`src/rtl/btn_pkg.sv`:
```
package btn_pkg;

    typedef enum logic [2:0] {
        BP_IDLE,
        BP_HELD,
        BP_ARMED,
        BP_RESET,
        BP_DRAIN
    } btn_state_e;

endpackage

```
`src/rtl/btn_sync.sv`:
```
module btn_sync #(
    parameter int    STAGES    = 2,
    parameter logic  RESET_VAL = 1'b1
) (
    input  logic clk_i,
    input  logic rst_i,
    input  logic d_i,
    output logic q_o
);

    logic [STAGES-1:0] chain_q;

    generate
        for (genvar i = 0; i < STAGES; i++) begin : g_stage
            if (i == 0) begin : g_first
                always_ff @(posedge clk_i) begin
                    if (rst_i) chain_q[i] <= RESET_VAL;
                    else       chain_q[i] <= d_i;
                end
            end else begin : g_next
                always_ff @(posedge clk_i) begin
                    if (rst_i) chain_q[i] <= RESET_VAL;
                    else       chain_q[i] <= chain_q[i-1];
                end
            end
        end
    endgenerate

    assign q_o = chain_q[STAGES-1];

endmodule

```
`src/rtl/btn_debounce.sv`:
```
module btn_debounce #(
    parameter int DB_CYC = 80
) (
    input  logic clk_i,
    input  logic rst_i,
    input  logic level_i,
    output logic level_o
);

    localparam int DW = $clog2(DB_CYC + 1);
    localparam logic [DW-1:0] LAST = DW'(DB_CYC - 1);

    logic [DW-1:0] run_q;
    logic          stable_q;

    always_ff @(posedge clk_i) begin
        if (rst_i) begin
            run_q    <= '0;
            stable_q <= 1'b0;
        end else if (level_i != stable_q) begin
            if (run_q == LAST) begin
                stable_q <= level_i;
                run_q    <= '0;
            end else begin
                run_q <= run_q + 1'b1;
            end
        end else begin
            run_q <= '0;
        end
    end

    assign level_o = stable_q;

endmodule

```
`src/rtl/btn_hold_timer.sv`:
```
module btn_hold_timer #(
    parameter int TW = 8
) (
    input  logic          clk_i,
    input  logic          rst_i,
    input  logic          clr_i,
    output logic [TW-1:0] elapsed_o
);

    logic [TW-1:0] cnt_q;

    always_ff @(posedge clk_i) begin
        if (rst_i || clr_i)  cnt_q <= '0;
        else if (&cnt_q)     cnt_q <= cnt_q;
        else                 cnt_q <= cnt_q + 1'b1;
    end

    assign elapsed_o = cnt_q;

endmodule

```
`src/rtl/btn_press_fsm.sv`:
```
module btn_press_fsm
    import btn_pkg::*;
#(
    parameter int TW        = 8,
    parameter int SHORT_CYC = 40,
    parameter int PRE_CYC   = 120,
    parameter int DELAY_CYC = 40,
    parameter int PULSE_CYC = 4
) (
    input  logic          clk_i,
    input  logic          rst_i,
    input  logic          pressed_i,
    input  logic [TW-1:0] elapsed_i,
    output logic          timer_clr_o,
    output logic          short_o,
    output logic          pre_o,
    output logic          hard_o
);

    localparam logic [TW-1:0] SHORT_L = TW'(SHORT_CYC);
    localparam logic [TW-1:0] PRE_L   = TW'(PRE_CYC - 1);
    localparam logic [TW-1:0] DELAY_L = TW'(DELAY_CYC - 1);
    localparam logic [TW-1:0] PULSE_L = TW'(PULSE_CYC - 1);

    btn_state_e state_q, state_d;

    // state register
    always_ff @(posedge clk_i) begin
        if (rst_i) state_q <= BP_IDLE;
        else       state_q <= state_d;
    end

    // next state
    always_comb begin
        state_d = state_q;
        unique case (state_q)
            BP_IDLE:  if (pressed_i) state_d = BP_HELD;
            BP_HELD: begin
                if (!pressed_i)              state_d = BP_IDLE;
                else if (elapsed_i == PRE_L) state_d = BP_ARMED;
            end
            BP_ARMED: if (elapsed_i == DELAY_L) state_d = BP_RESET;
            BP_RESET: if (elapsed_i == PULSE_L) state_d = BP_DRAIN;
            BP_DRAIN: if (!pressed_i) state_d = BP_IDLE;
            default:  state_d = BP_IDLE;
        endcase
    end

    assign timer_clr_o = (state_q != state_d);

    // registered outputs
    always_ff @(posedge clk_i) begin
        if (rst_i) begin
            short_o <= 1'b0;
            pre_o   <= 1'b0;
            hard_o  <= 1'b0;
        end else begin
            short_o <= (state_q == BP_HELD) && !pressed_i && (elapsed_i < SHORT_L);
            pre_o   <= (state_q == BP_HELD) && (state_d == BP_ARMED);
            hard_o  <= (state_d == BP_RESET);
        end
    end

endmodule

```
`src/rtl/btn_press_classifier.sv`:
```
module btn_press_classifier #(
    parameter int CLK_FREQ_HZ     = 125_000_000,
    parameter int DEBOUNCE_MS     = 20,
    parameter int SHORT_LIMIT_MS  = 1000,
    parameter int PRE_RESET_MS    = 3000,
    parameter int RESET_DELAY_MS  = 1000,
    parameter int RESET_PULSE_CYC = 16,
    parameter int SYNC_STAGES     = 2
) (
    input  logic clk_i,
    input  logic rst_i,
    input  logic btn_raw_n_i,
    output logic short_irq_o,
    output logic pre_reset_o,
    output logic hard_reset_o
);

    localparam int CYC_PER_MS    = CLK_FREQ_HZ / 1000;
    localparam int DB_CYC        = DEBOUNCE_MS * CYC_PER_MS;
    localparam int SHORT_CYC     = SHORT_LIMIT_MS * CYC_PER_MS;
    localparam int PRE_CYC       = PRE_RESET_MS * CYC_PER_MS;
    localparam int RST_DELAY_CYC = RESET_DELAY_MS * CYC_PER_MS;
    localparam int MAX_A         = (PRE_CYC > RST_DELAY_CYC) ? PRE_CYC : RST_DELAY_CYC;
    localparam int MAX_CYC       = (MAX_A > RESET_PULSE_CYC) ? MAX_A : RESET_PULSE_CYC;
    localparam int TW            = $clog2(MAX_CYC + 1);

    logic          sync_n;
    logic          filt_pressed;
    logic          timer_clr;
    logic [TW-1:0] elapsed;

    btn_sync #(.STAGES(SYNC_STAGES), .RESET_VAL(1'b1)) u_sync (
        .clk_i (clk_i),
        .rst_i (rst_i),
        .d_i   (btn_raw_n_i),
        .q_o   (sync_n)
    );

    btn_debounce #(.DB_CYC(DB_CYC)) u_debounce (
        .clk_i   (clk_i),
        .rst_i   (rst_i),
        .level_i (~sync_n),
        .level_o (filt_pressed)
    );

    btn_hold_timer #(.TW(TW)) u_timer (
        .clk_i     (clk_i),
        .rst_i     (rst_i),
        .clr_i     (timer_clr),
        .elapsed_o (elapsed)
    );

    btn_press_fsm #(
        .TW        (TW),
        .SHORT_CYC (SHORT_CYC),
        .PRE_CYC   (PRE_CYC),
        .DELAY_CYC (RST_DELAY_CYC),
        .PULSE_CYC (RESET_PULSE_CYC)
    ) u_fsm (
        .clk_i       (clk_i),
        .rst_i       (rst_i),
        .pressed_i   (filt_pressed),
        .elapsed_i   (elapsed),
        .timer_clr_o (timer_clr),
        .short_o     (short_irq_o),
        .pre_o       (pre_reset_o),
        .hard_o      (hard_reset_o)
    );

endmodule

```
`config.mk`:
```
export PLATFORM = sky130hd
export DESIGN_NAME = btn_press_classifier
export DESIGN_NICKNAME = d
export VERILOG_FILES = /design/src/rtl/btn_pkg.sv /design/src/rtl/btn_sync.sv /design/src/rtl/btn_debounce.sv /design/src/rtl/btn_hold_timer.sv /design/src/rtl/btn_press_fsm.sv /design/src/rtl/btn_press_classifier.sv
export SDC_FILE = /design/constraint.sdc
export NUM_CORES = 1
export LEC_CHECK = 0
export ABC_CLOCK_PERIOD_IN_PS = 3200
export BUFFER_PORTS_ARGS = -buffer_cell sky130_fd_sc_hd__buf_2
export CAP_MARGIN = 20
export CORE_MARGIN = 2
export CORE_UTILIZATION = 55
export CTS_CLUSTER_SIZE = 40
export DETAILED_ROUTE_END_ITERATION = 16
export PLACE_DENSITY = 0.71
export SYNTH_ARGS = -nofsm -noshare
export SYNTH_HDL_FRONTEND = slang
export SYNTH_SLANG_ARGS = --single-unit
```
`constraint.sdc`:
```
create_clock -name clk_i -period 3.2 [get_ports clk_i]
set_input_delay 0.48 -clock clk_i [delete_from_list [all_inputs] [get_ports clk_i]]
set_output_delay 0.48 -clock clk_i [all_outputs]
set_load 0.02 [all_outputs]
```
==> Word level (Yosys, flattened, before mapping) <==
Index checks and enable logic that the tools add are counted.
{ "classes": {"addsub": 2, "n_lt_le_gt_ge": 1, "n_eq_ne": 12, "muxes": 7, "bitwise_logic": 2, "n_reduce_logical": 9} }
{ "op_table": {"columns": ["operator", "count"], "rows": [
  ["29-bit by 1-bit adder with 29-bit output, second input constant", 1],
  ["29-bit by 27-bit equality test with 1-bit output, second input constant", 1],
  ["29-bit equality test, second input constant", 1],
  ["29-bit by 4-bit equality test with 1-bit output, second input constant", 1],
  ["29-bit by 27-bit < comparator with 1-bit output, second input constant", 1],
  ["29-bit AND reduction", 1],
  ["22-bit by 1-bit adder with 22-bit output, second input constant", 1],
  ["22-bit equality test, second input constant", 1],
  ["3-bit 2-to-1 mux", 6],
  ["3-bit one-hot mux with 5 select lines", 1],
  ["3-bit by 2-bit equality test with 1-bit output, second input constant", 4],
  ["3-bit by 1-bit equality test with 1-bit output, second input constant", 1],
  ["3-bit equality test, second input constant", 1],
  ["1-bit logical AND", 3],
  ["3-bit logical NOT", 1],
  ["3-bit != test", 1],
  ["3-bit OR reduction", 1],
  ["1-bit NOT", 2],
  ["2-bit AND reduction", 1],
  ["1-bit logical NOT", 1],
  ["1-bit logical OR", 1],
  ["1-bit != test", 1]
]} }
{ "totals": {"register_bits": 60, "in_bits": 3, "out_inout_bits": 3, "wordCells": 42} }

==> Logic depth before layout (Yosys ltp) <==
Gate-level depths: netlist of the first run.
{ "logic_depth": {"depth_word": 6, "ltp_mapped": 9, "depth_no_buf": 7} }

==> Hierarchy <==
From an unflattened synthesis of the first run, not the netlist that was laid out.
{ "hier_totals": {"cells_unflattened": 396, "hier_area_um2": 3295.7} }
{ "modules_own_cells": {"columns": ["mod", "instances", "cells_each", "area_each_um2", "seq_area_each_um2"], "rows": [
  ["btn_hold_timer", 1, 192, 1622.8, 580.6],
  ["btn_debounce", 1, 127, 1071.0, 460.4],
  ["btn_press_fsm", 1, 72, 545.5, 120.1],
  ["btn_sync", 1, 4, 52.6, 40.0],
  ["btn_press_classifier", 1, 1, 3.8, 0.0]
]} }

==> Worst setup path after synthesis of the first run <==
Ideal clock, no wire load.
{ "synth_timing": {"path_type": "reg2reg", "start": "reg u_timer.cnt_q[0], in the netlist u_timer.elapsed_o[0]", "end": "reg u_timer.cnt_q[3], in the netlist u_timer.elapsed_o[3]", "setup_ns": 0.115, "arrival_ns": 1.908, "required_time_ns": 3.085, "setup_slack_ns": 1.177, "path_stages_with_launch": 9, "path_buffers": 1, "period_less_slack_ns": 2.023, "path_cell_list": "dfxtp_1 > ha_1 > nand3_1 > or4_1 > or2_1 > buf_2 > and4_1 > xnor2_1 > nor2_1"} }
{ "synth_between": {"elab_chain_cells": 6, "word_cells_on_any_way": 12, "classes_between": "add/sub (1); eq/ne (4); mux (5); reduce/logical (2)"} }
{ "synth_lines": {"columns": ["item", "line_no", "text"], "rows": [
  ["start: declaration", "btn_hold_timer.sv:10", "logic [TW-1:0] cnt_q;"],
  ["start signal: assignment", "btn_hold_timer.sv:14", "else if (&cnt_q) cnt_q <= cnt_q;"],
  ["start signal: assignment", "btn_hold_timer.sv:15", "else cnt_q <= cnt_q + 1'b1;"],
  ["29-bit equality test", "btn_press_fsm.sv:40", "else if (elapsed_i == PRE_L) state_d = BP_ARMED;"],
  ["3-bit 2-to-1 mux", "btn_press_fsm.sv:40", null],
  ["3-bit 2-to-1 mux", "btn_press_fsm.sv:39", "if (!pressed_i) state_d = BP_IDLE;"],
  ["3-bit one-hot mux with 5 select lines", "btn_press_fsm.sv:36", "unique case (state_q)"],
  ["3-bit != test", "btn_press_fsm.sv:49", "assign timer_clr_o = (state_q != state_d);"],
  ["1-bit logical OR", "btn_hold_timer.sv:13", "if (rst_i || clr_i) cnt_q <= '0;"]
]} }
Parallel ways exist; a longest one is shown, timed or not.
A chain may end at the register's enable or synchronous reset.

==> Final worst setup path of the first run <==
{ "layout_timing": {"start": "reg u_timer.cnt_q[25], in the netlist u_timer.elapsed_o[25]", "end": "reg u_timer.cnt_q[16], in the netlist u_timer.elapsed_o[16]"} }
Same word-level chain as after synthesis.

==> reports/metrics.cfg, run 1 <==
[sta]
fin_setup_tns_ps = 0
worstMarginPinSlew_ps = 665
finalSetupViolCount = 0
hold_viol = 0
rsz0062_at_grt = false
worst_slack_ps = 709
slew_headroom_pct = 55.5
drv_slew = 0
fin_crit_ps = 2490
clock_skew_ps = 14.0
fin_crit_sh_pct = 77.8
max_freq_mhz = 402

[yosys]
avgSynthCellArea_sq_um = 8.29
ys_seq_elements = 60
synthCells = 358
synth_flop_cell = dfxtp_1
yosys_warnings = 0
synth_edf_count = 0
synth_area_leaders = dfxtp_1 (40%), xor2_1 (8.3%), nor2_1 (8.1%)
synth_top_area_share_pct = 40.5
syn_nets = 363
yosysTopAreaCell = dfxtp_1
async_flop_share_pct = 0
synth_seq_area_share_pct = 40.5
ys_types = 45
synthesis.area_sq_um = 2970

[worst_setup_path]
crit_path_start_kind = flip-flop
crit_type = reg -> reg
path_max_fanout = 15
timing.rr.start = u_timer.elapsed_o[25]$_SDFFE_PP0N_
cp-startpoint = u_timer.elapsed_o[25]$_SDFFE_PP0N_
r2r_end = u_timer.elapsed_o[16]$_SDFFE_PP0N_
rrSetupSlack_ps = 710
ff2ff_path_depth = 7
worstPathArrival_ps = 2720
cp.required_ps = 3430
critPathCaptureType = flip-flop

[floorplan]
die-area_sq_um = 6000
initial_core_util_pct = 57.4
rows = 26
die_y_um = 77.5
core_sq_um = 5170
die_x_um = 77.5
ioPinCount = 6

[layout]
final_common_cell = nor2_1
nFillCells = 462
final_nets = 360
multiInputGateArea_sq_um = 1630
num_antenna_cells = 0
drive_above_1_share_pct = 9.72
area_growth_pct = 7.12
ff_latch_area_sq_um = 1200
final_cell_mix = nor2_1 (64), dfxtp_1 (60), xor2_1 (28), nand2_1 (25), nand4_1 (24)

[routing]
firstDrtPassIters = 4
viasPerCell = 5.67
final_antenna_net_count = 0
drc = 0
first_iter_violations = 169
routed_wirelength_mm = 5.88
wl_per_cell_um = 13.7
vias = 2439

[flow_run]
cap_viol_max_count = 0

[grt]
grt_first_pass_wirelength_mm = 10.4
antenna_found_initial = 0
grt_max_degree = 23
grt_use_total_pct = 21.6
grt_pass1_vias = 2266
grt_remaining_overflow = 0

[min_path]
hold_depth = 2
min_from = btn_raw_n_i
holdPathEnd = u_sync.chain_q[0]$_SDFF_PP1_
hp-class = in -> reg

[cts]
cts_root_buf = clkbuf_8
cts_tree = built
path_clk_slew_ps = 70
cts_resized = 0
holdBufCountCts = 0
h-tree-depth = 3
clk_latency_ps = 350
cts_setup_buffers = 0
cts-buffers-inserted = 9
cts_buffer_depth = 2
clock-sinks = 60

[placement]
dp_hpwl_mm = 4.16
port_buffers = 5
dp_slack_ps = 765
gp_congestion = 0.863

[power]
power_density_nw_per_um2 = 435
p_leak_nw = 1.04
max-vdd-ir-drop_mv = 0.291

[outcome]
status = finished, final reports clean

==> worst max-delay path, cell delays in order, from the launching register on <==
cell	delay, ps
dfxtp_1	470
nand4_1	120
or3_1	360
nor4_1	450
a211oi_1	120
o211ai_2	560
buf_8	240
nor3_1	70
==> metrics by stage <==
stage | cells | hold WS, ps | total power, mW | util, % | instance area [sq um]
finish | 430 | 325 | 1.38 | 61.5 | 3180
global route | 430 | 317 | 1.44 | 61.5 | 3180
CTS | 429 | 321 | 1.40 | 61.3 | 3170
detailed placement | 413 | 394 | 0.797 | 57.9 | 3000
global placement | 412 | 407 | 0.794 | 57.6 | 2980
floorplan | 358 | 389 | 0.792 | - | 2970
==> registers in the layout, indices dropped and copies added (netlist names) <==
name and cells:
u_debounce.level_o 1, u_debounce.run_q 22, u_fsm.hard_o 1, u_fsm.pre_o 1, u_fsm.short_o 1, u_fsm.state_q 3
u_sync.chain_q 1, u_sync.q_o 1, u_timer.elapsed_o 29
==> layer usage <==
layer | wire, um | up-vias | GRT usage, %
met5 | 0 | - | 0
met4 | 83 | 0 | 8.75
met3 | 297 | 6 | 6.63
met2 | 2500 | 51 | 29.5
met1 | 3010 | 1121 | 31.3
li1 | - | 1261 | -
==> logic make-up after synthesis <==
group	Yosys count	share of synthesized area, %
AND/OR/NAND/NOR	196	34.4
XOR/XNOR	42	12.4
adder cells (fa/ha/maj)	2	0.843
buffers and inverters	29	4.59
multiplexers	2	0.675
flip-flops	60	40.5
AO/OA/AOI/OAI	27	6.62
==> where the power goes <==
group | switching (mW) | internal, mW | leakage, nW
registers | 0.00448 | 0.751 | 0.484
logic | 0.0147 | 0.00955 | 0.467
clock network | 0.322 | 0.282 | 0.0856
total | 0.341 | 1.04 | 1.04
==> cell usage after synthesis (2+ instances only) <==
| cell | number |
|---|---|
| buf_6 | 2 |
| or4_1 | 2 |
| o211ai_1 | 2 |
| nor3_1 | 7 |
| o21ai_0 | 6 |
| xnor2_1 | 14 |
| ha_1 | 2 |
| inv_1 | 6 |
| buf_2 | 9 |
| nand3_1 | 23 |
| nand2_1 | 25 |
| nand4_1 | 24 |
| and4_1 | 7 |
| nand2b_1 | 2 |
| or3_1 | 6 |
| nor2_1 | 64 |
| a211oi_1 | 3 |
| and3_1 | 6 |
| a21oi_1 | 7 |
| or4_4 | 2 |
| mux2i_1 | 2 |
| or2_2 | 2 |
| xor2_1 | 28 |
| nor2b_1 | 3 |
| nor4_1 | 14 |
| clkbuf_1 | 11 |
| dfxtp_1 | 60 |
| nor4b_1 | 2 |
==> layout make-up <==
type                       instances  area share (%)
multi-input combinational        269            51.3
sequential                        60            37.8
clock buffer                       9            3.90
tap                               70            2.75
timing repair buffer               9            1.97
clock inverter                     7            1.61
inverter                           6           0.708
==> how the worst max path moves through the flow <==
stage | end | slack (ps) | cells past startpoint
detailed placement | u_timer.elapsed_o[16]$_SDFFE_PP0N_ | 760 | 7
CTS | u_timer.elapsed_o[24]$_SDFFE_PP0N_ | 740 | 7
global route | u_timer.elapsed_o[23]$_SDFFE_PP0N_ | 420 | 8
floorplan | u_timer.elapsed_o[3]$_SDFFE_PP0N_ | 1180 | 8
global placement | u_timer.elapsed_o[8]$_SDFFE_PP0N_ | 500 | 6
finish | u_timer.elapsed_o[16]$_SDFFE_PP0N_ | 710 | 7
Power figures use the tool's default switching activity.
==> inputs of run 2 (changes only) <==
--- a/config.mk
+++ b/config.mk
@@ -5,7 +5,8 @@
 export SDC_FILE = /design/constraint.sdc
 export NUM_CORES = 1
 export LEC_CHECK = 0
-export ABC_CLOCK_PERIOD_IN_PS = 3200
+export ABC_AREA = 1
+export ABC_CLOCK_PERIOD_IN_PS = 2300
 export BUFFER_PORTS_ARGS = -buffer_cell sky130_fd_sc_hd__buf_2
 export CAP_MARGIN = 20
 export CORE_MARGIN = 2
==> constraint.sdc (replaced) <==
create_clock -name clk_i -period 2.3 [get_ports clk_i]
set_input_delay 0.345 -clock clk_i [delete_from_list [all_inputs] [get_ports clk_i]]
set_output_delay 0.345 -clock clk_i [all_outputs]
set_load 0.02 [all_outputs]
==> run 2 against run 1 <==
Against the previous run: utilization rose by 0.74 points; critical endpoint unchanged; largest power group unchanged; global-route usage is 1.4 points higher; largest cell class unchanged; design area rose by 17%.
==> reports/metrics.cfg, run 2 <==
[yosys]
synth_common_cells = nor2_1 (126), nand2_1 (119), inv_1 (62)
synth_flop_cell = dfxtp_1
synthesis.area_sq_um = 3420
yosysTopAreaCell = dfxtp_1
yosys_warnings = 0
synth_edf_count = 0
synth_area_leaders = dfxtp_1 (35%), nor2_1 (14%), nand2_1 (13%)
synthCells = 527
avgSynthCellArea_sq_um = 6.49
ys_types = 35
yosysMostFrequentCell = nor2_1
synth_top_area_share_pct = 35.1
async_flop_share_pct = 0
synth_seq_area_share_pct = 35.1
ys_seq_elements = 60
syn_nets = 532

[floorplan]
ioPinCount = 6
die-area_sq_um = 6870
initial_core_util_pct = 57.4
rows = 28
die_x_um = 82.9
die_y_um = 82.9
core_sq_um = 5960

[power]
power_density_nw_per_um2 = 554
max-vdd-ir-drop_mv = 0.425
p_leak_nw = 1.46
finalPower_mw = 2.05

[sta]
slew_headroom_pct = 72.1
hold_viol = 0
finalSetupViolCount = 0
clock_skew_ps = 16.6
fin_crit_ps = 2010
rsz0062_at_grt = false
worstMarginPinSlew_ps = 415
drv_slew = 0
fin_crit_sh_pct = 87.5
max_freq_mhz = 497
fin_setup_tns_ps = 0

[worst_setup_path]
cp_slowest_cell = dfxtp_1
crit_path_start_kind = flip-flop
worstPathArrival_ps = 2240
crit_type = reg -> reg
crit_chain = ha_1 > inv_1 > nor2_2 > nand3_1 > nor2_1 > nand2_1 > nand2_1 > nand2_1 > inv_2 > o21ai_2 > nand2_2 > buf_4 > nor2_1
crit_family = simple AND/OR/NAND/NOR gates
cp.required_ps = 2530
path_max_fanout = 15
cp_common_cell = nand2_1
critPathCaptureType = flip-flop
cp_num_buf_inv = 3
slowest_delay_ps = 420

[grt]
grt_remaining_overflow = 0
grt_use_total_pct = 23.0
grt_first_pass_wirelength_mm = 13.1
grt_pass1_vias = 2843
grt_max_degree = 26
antenna_found_initial = 0

[placement]
dp_hpwl_mm = 5.82
port_buffers = 5
place_area_sq_um = 3510
gp_congestion = 0.993

[min_path]
hp-class = in -> reg

[layout]
area_growth_pct = 8.30
multiInputGateArea_sq_um = 1910
final_cell_mix = nor2_1 (126), nand2_1 (119), inv_1 (62), dfxtp_1 (60)
final_common_cell = nor2_1
finalInstanceArea_sq_um = 3700
drive_above_1_share_pct = 10.1
num_antenna_cells = 0
largest_register_ffs = 29
final_nets = 545
nFillCells = 570
ff_latch_area_sq_um = 1200

[routing]
viasPerCell = 5.20
drc = 0
routed_wirelength_mm = 7.63
firstDrtPassIters = 5
final_antenna_net_count = 0
vias = 3226
first_iter_violations = 261
wl_per_cell_um = 12.3

[cts]
cts_resized = 0
cts_root_buf = clkbuf_8
clk_latency_ps = 350
cts_setup_buffers = 0
cts_tree = built
cts_buffer_depth = 2
cts-buffers-inserted = 9
path_clk_slew_ps = 70
holdBufCountCts = 0
h-tree-depth = 3
clock-sinks = 60

[outcome]
status = finished, final reports clean

[flow_run]
cap_viol_max_count = 0

[run 2: worst paths after layout]
| path | slack, ps | depth (start not counted) | endpoint | from |
|---|---|---|---|---|
| max | 290 | 13 | u_timer.elapsed_o[16]$_SDFFE_PP0N_ | u_timer.elapsed_o[0]$_SDFFE_PP0N_ |
| min | 190 | 2 | u_sync.chain_q[0]$_SDFF_PP1_ | btn_raw_n_i |
| max reg2reg | 290 | 13 | u_timer.elapsed_o[16]$_SDFFE_PP0N_ | u_timer.elapsed_o[0]$_SDFFE_PP0N_ |
| min reg2reg | 430 | 1 | u_sync.q_o$_SDFF_PP1_ | u_sync.chain_q[0]$_SDFF_PP1_ |
[run 2: kinds of logic after synthesis]
group / count (synthesis) / share of synthesized area, %
flops: 60 / 35.1
fa+ha+maj: 2 / 0.731
simple gates: 341 / 44.0
xor+xnor: 28 / 7.17
buf+inv: 72 / 9.03
compound gates: 24 / 3.99
[run 2: layer usage]
| layer | track usage, % | wire [um] |
|---|---|---|
| met3 | 4.37 | 397 |
| met1 | 35.1 | 4010 |
| met5 | 0 | 0 |
| met4 | 8.20 | 126 |
| met2 | 31.8 | 3100 |
[run 2: area by class of cell]
class | instances | share of cell area [%]
clock buffers | 9 | 3.34
clock inverters | 7 | 2.03
inverters | 65 | 6.62
multi-input cells | 395 | 51.6
flip-flops and latches | 60 | 32.4
well taps | 75 | 2.53
repair buffers | 9 | 1.49
[run 2: stage by stage]
| stage | instances | setup slack [ps] | utilization (%) | hold slack (ps) |
|---|---|---|---|---|
| 2_1_floorplan | 527 | 555 | - | 389 |
| 3_3_place_gp | 604 | 401 | 58.9 | 398 |
| 3_5_place_dp | 604 | 335 | 58.9 | 402 |
| 4_1_cts | 620 | 312 | 62.2 | 175 |
| 5_1_grt | 620 | 66.9 | 62.2 | 197 |
| 6_report | 620 | 288 | 62.2 | 186 |
[run 2: report_power, final]
group | internal, mW | switching, mW | total, mW
Clock | 0.503 | 0.455 | 0.958
Combinational | 0.0147 | 0.0266 | 0.0413
Sequential | 1.04 | 0.00742 | 1.05
Total | 1.56 | 0.489 | 2.05
==> inputs of run 3 (changes only) <==
--- a/config.mk
+++ b/config.mk
@@ -5,15 +5,17 @@
 export SDC_FILE = /design/constraint.sdc
 export NUM_CORES = 1
 export LEC_CHECK = 0
-export ABC_AREA = 1
 export ABC_CLOCK_PERIOD_IN_PS = 2300
 export BUFFER_PORTS_ARGS = -buffer_cell sky130_fd_sc_hd__buf_2
 export CAP_MARGIN = 20
+export CELL_PAD_IN_SITES_DETAIL_PLACEMENT = 1
+export CELL_PAD_IN_SITES_GLOBAL_PLACEMENT = 1
 export CORE_MARGIN = 2
-export CORE_UTILIZATION = 55
+export CORE_UTILIZATION = 47
 export CTS_CLUSTER_SIZE = 40
 export DETAILED_ROUTE_END_ITERATION = 16
-export PLACE_DENSITY = 0.71
+export PLACE_DENSITY_LB_ADDON = 0.1
+export REMOVE_ABC_BUFFERS = 1
 export SYNTH_ARGS = -nofsm -noshare
 export SYNTH_HDL_FRONTEND = slang
 export SYNTH_SLANG_ARGS = --single-unit
==> run 3 against run 2 <==
Against the previous run: sequential share of layout area grew 3.4 points; largest cell class unchanged; maximum frequency shrank 6.7%; setup slack lost 150 ps; sequential power is essentially flat; highest routed layer unchanged; combinational power shrank 11%; largest power group unchanged; clock skew shrank 12 ps; die area grew 1.5%.
==> reports/metrics.cfg, run 3 (synthesized netlist as in run 1, its figures left out) <==
[floorplan]
die-area_sq_um = 6970
rows = 28
ioPinCount = 6
initial_core_util_pct = 49.3
die_y_um = 83.5
core_sq_um = 6030
die_x_um = 83.5

[sta]
worst_slack_ps = 143
clock_skew_ps = 5.08
drv_slew = 0
holdWs_ps = 193
hold_viol = 0
max_freq_mhz = 464
finalSetupViolCount = 0
fin_crit_sh_pct = 93.8
worstMarginPinSlew_ps = 502
fin_crit_ps = 2160
slew_headroom_pct = 66.2

[placement]
gp_congestion = 0.838
dp_hpwl_mm = 5.25
port_buffers = 5
dp_slack_ps = 81.9

[cts]
h-tree-depth = 3
clk_latency_ps = 340
cts_buffer_depth = 2
holdBufCountCts = 0
path_clk_slew_ps = 70
clock-sinks = 60
cts_root_buf = clkbuf_8
cts-buffers-inserted = 9
cts_tree = built

[layout]
largest_register_ffs = 29
nFillCells = 741
drive_above_1_share_pct = 14.4
final_cell_mix = nor2_1 (64), dfxtp_1 (60), xor2_1 (28), nand2_1 (25), nand4_1 (24)
num_antenna_cells = 0
area_growth_pct = 13.0
final_common_cell = nor2_1
final_nets = 374

[grt]
grt_pass1_vias = 2639
grt_max_degree = 30
grt_remaining_overflow = 0
grt_first_pass_wirelength_mm = 12.8
grt_use_total_pct = 22.7
antenna_found_initial = 0

[min_path]
hp-class = in -> reg

[routing]
wl_per_cell_um = 16.3
vias = 2581
final_antenna_net_count = 0
routed_wirelength_mm = 7.33
firstDrtPassIters = 4
first_iter_violations = 130
drc = 0
viasPerCell = 5.75

[worst_setup_path]
critPathCaptureType = flip-flop
crit_type = reg -> reg
cp.required_ps = 2530
path_max_fanout = 7
slowest_delay_ps = 580
crit_path_start_kind = flip-flop
cp_num_buf_inv = 0
worstPathArrival_ps = 2390
crit_chain = ha_1 > nand3_2 > or4_4 > or2_4 > and4_1 > xnor2_1 > nor2_1
cp_slowest_cell = or4_4
crit_family = simple AND/OR/NAND/NOR gates

[power]
max-vdd-ir-drop_mv = 0.541
p_leak_nw = 1.13
power_density_nw_per_um2 = 613

[flow_run]
cap_viol_max_count = 0

[outcome]
status = finished, final reports clean

-- run 3: cell types whose count changed in the layout (fill, tap and decap cells not counted), sizes merged, moves of 6 or more --
cell	previous run	this run
nor4	3	15
nand4	12	24
xnor2	4	14
buf	9	23
nor3	22	7
nand2	122	25
nor2	140	64
inv	65	6
and4	0	7
a21oi	13	7
or3	0	6
-- run 3: final timing paths --
check / startpoint / end / slack, ps / depth (start not counted)
worst min register to register: u_sync.chain_q[0]$_SDFF_PP1_ / u_sync.q_o$_SDFF_PP1_ / 430 / 1
worst max register to register: u_timer.elapsed_o[1]$_SDFFE_PP0N_ / u_timer.elapsed_o[3]$_SDFFE_PP0N_ / 140 / 7
worst min-delay path: btn_raw_n_i / u_sync.chain_q[0]$_SDFF_PP1_ / 190 / 2
worst max-delay path: u_timer.elapsed_o[1]$_SDFFE_PP0N_ / u_timer.elapsed_o[3]$_SDFFE_PP0N_ / 140 / 7
-- run 3: layer usage --
layer / global-route usage [%] / part of all wire (%) / routed length [um]
met1: 31.5 / 51 / 3700
met4: 4.69 / 0.70 / 51
met2: 35.5 / 45 / 3300
met3: 6.23 / 3.8 / 279
met5: 0 / 0 / 0
-- run 3: final cells by class --
type	instances	area (sq um)	share of cell area (%)
Clock inverter	4	47.5	1.42
Sequential cell	60	1200	35.8
Inverter	6	22.5	0.672
Timing Repair Buffer	23	173	5.15
Tap cell	75	93.8	2.80
Multi-Input combinational cell	269	1660	49.5
Clock buffer	12	155	4.63
-- run 3: worst register-to-register path, stage by stage, from the launching register on --
cell	delay [ps]
dfxtp_1	390
ha_1	220
nand3_2	150
or4_4	580
or2_4	310
and4_1	220
xnor2_1	140
nor2_1	50
-- run 3: stage by stage --
step / instance area (sq um) / utilization, % / total power [mW] / cells / setup TNS, ps
finish: 3350 / 55.6 / 2.06 / 449 / 0
global route: 3350 / 55.6 / 2.14 / 449 / -20.9
CTS: 3320 / 55.1 / 2.09 / 449 / 0
detailed placement: 3120 / 51.8 / 1.11 / 433 / 0
global placement: 3120 / 51.8 / 1.11 / 433 / 0
floorplan: 2850 / - / 1.09 / 335 / -2790
-- run 3: what timing repair did --
item,CTS,global route
setup endpoints to repair,0,29
endpoints found under the hold margin,0,0
resized for setup,0,6
setup buffers,0,0
-- run 3: report_power, final --
group | switching (mW) | internal (mW) | total (mW)
Combinational | 0.0221 | 0.0145 | 0.0366
Sequential | 0.00692 | 1.05 | 1.05
Clock | 0.412 | 0.556 | 0.968
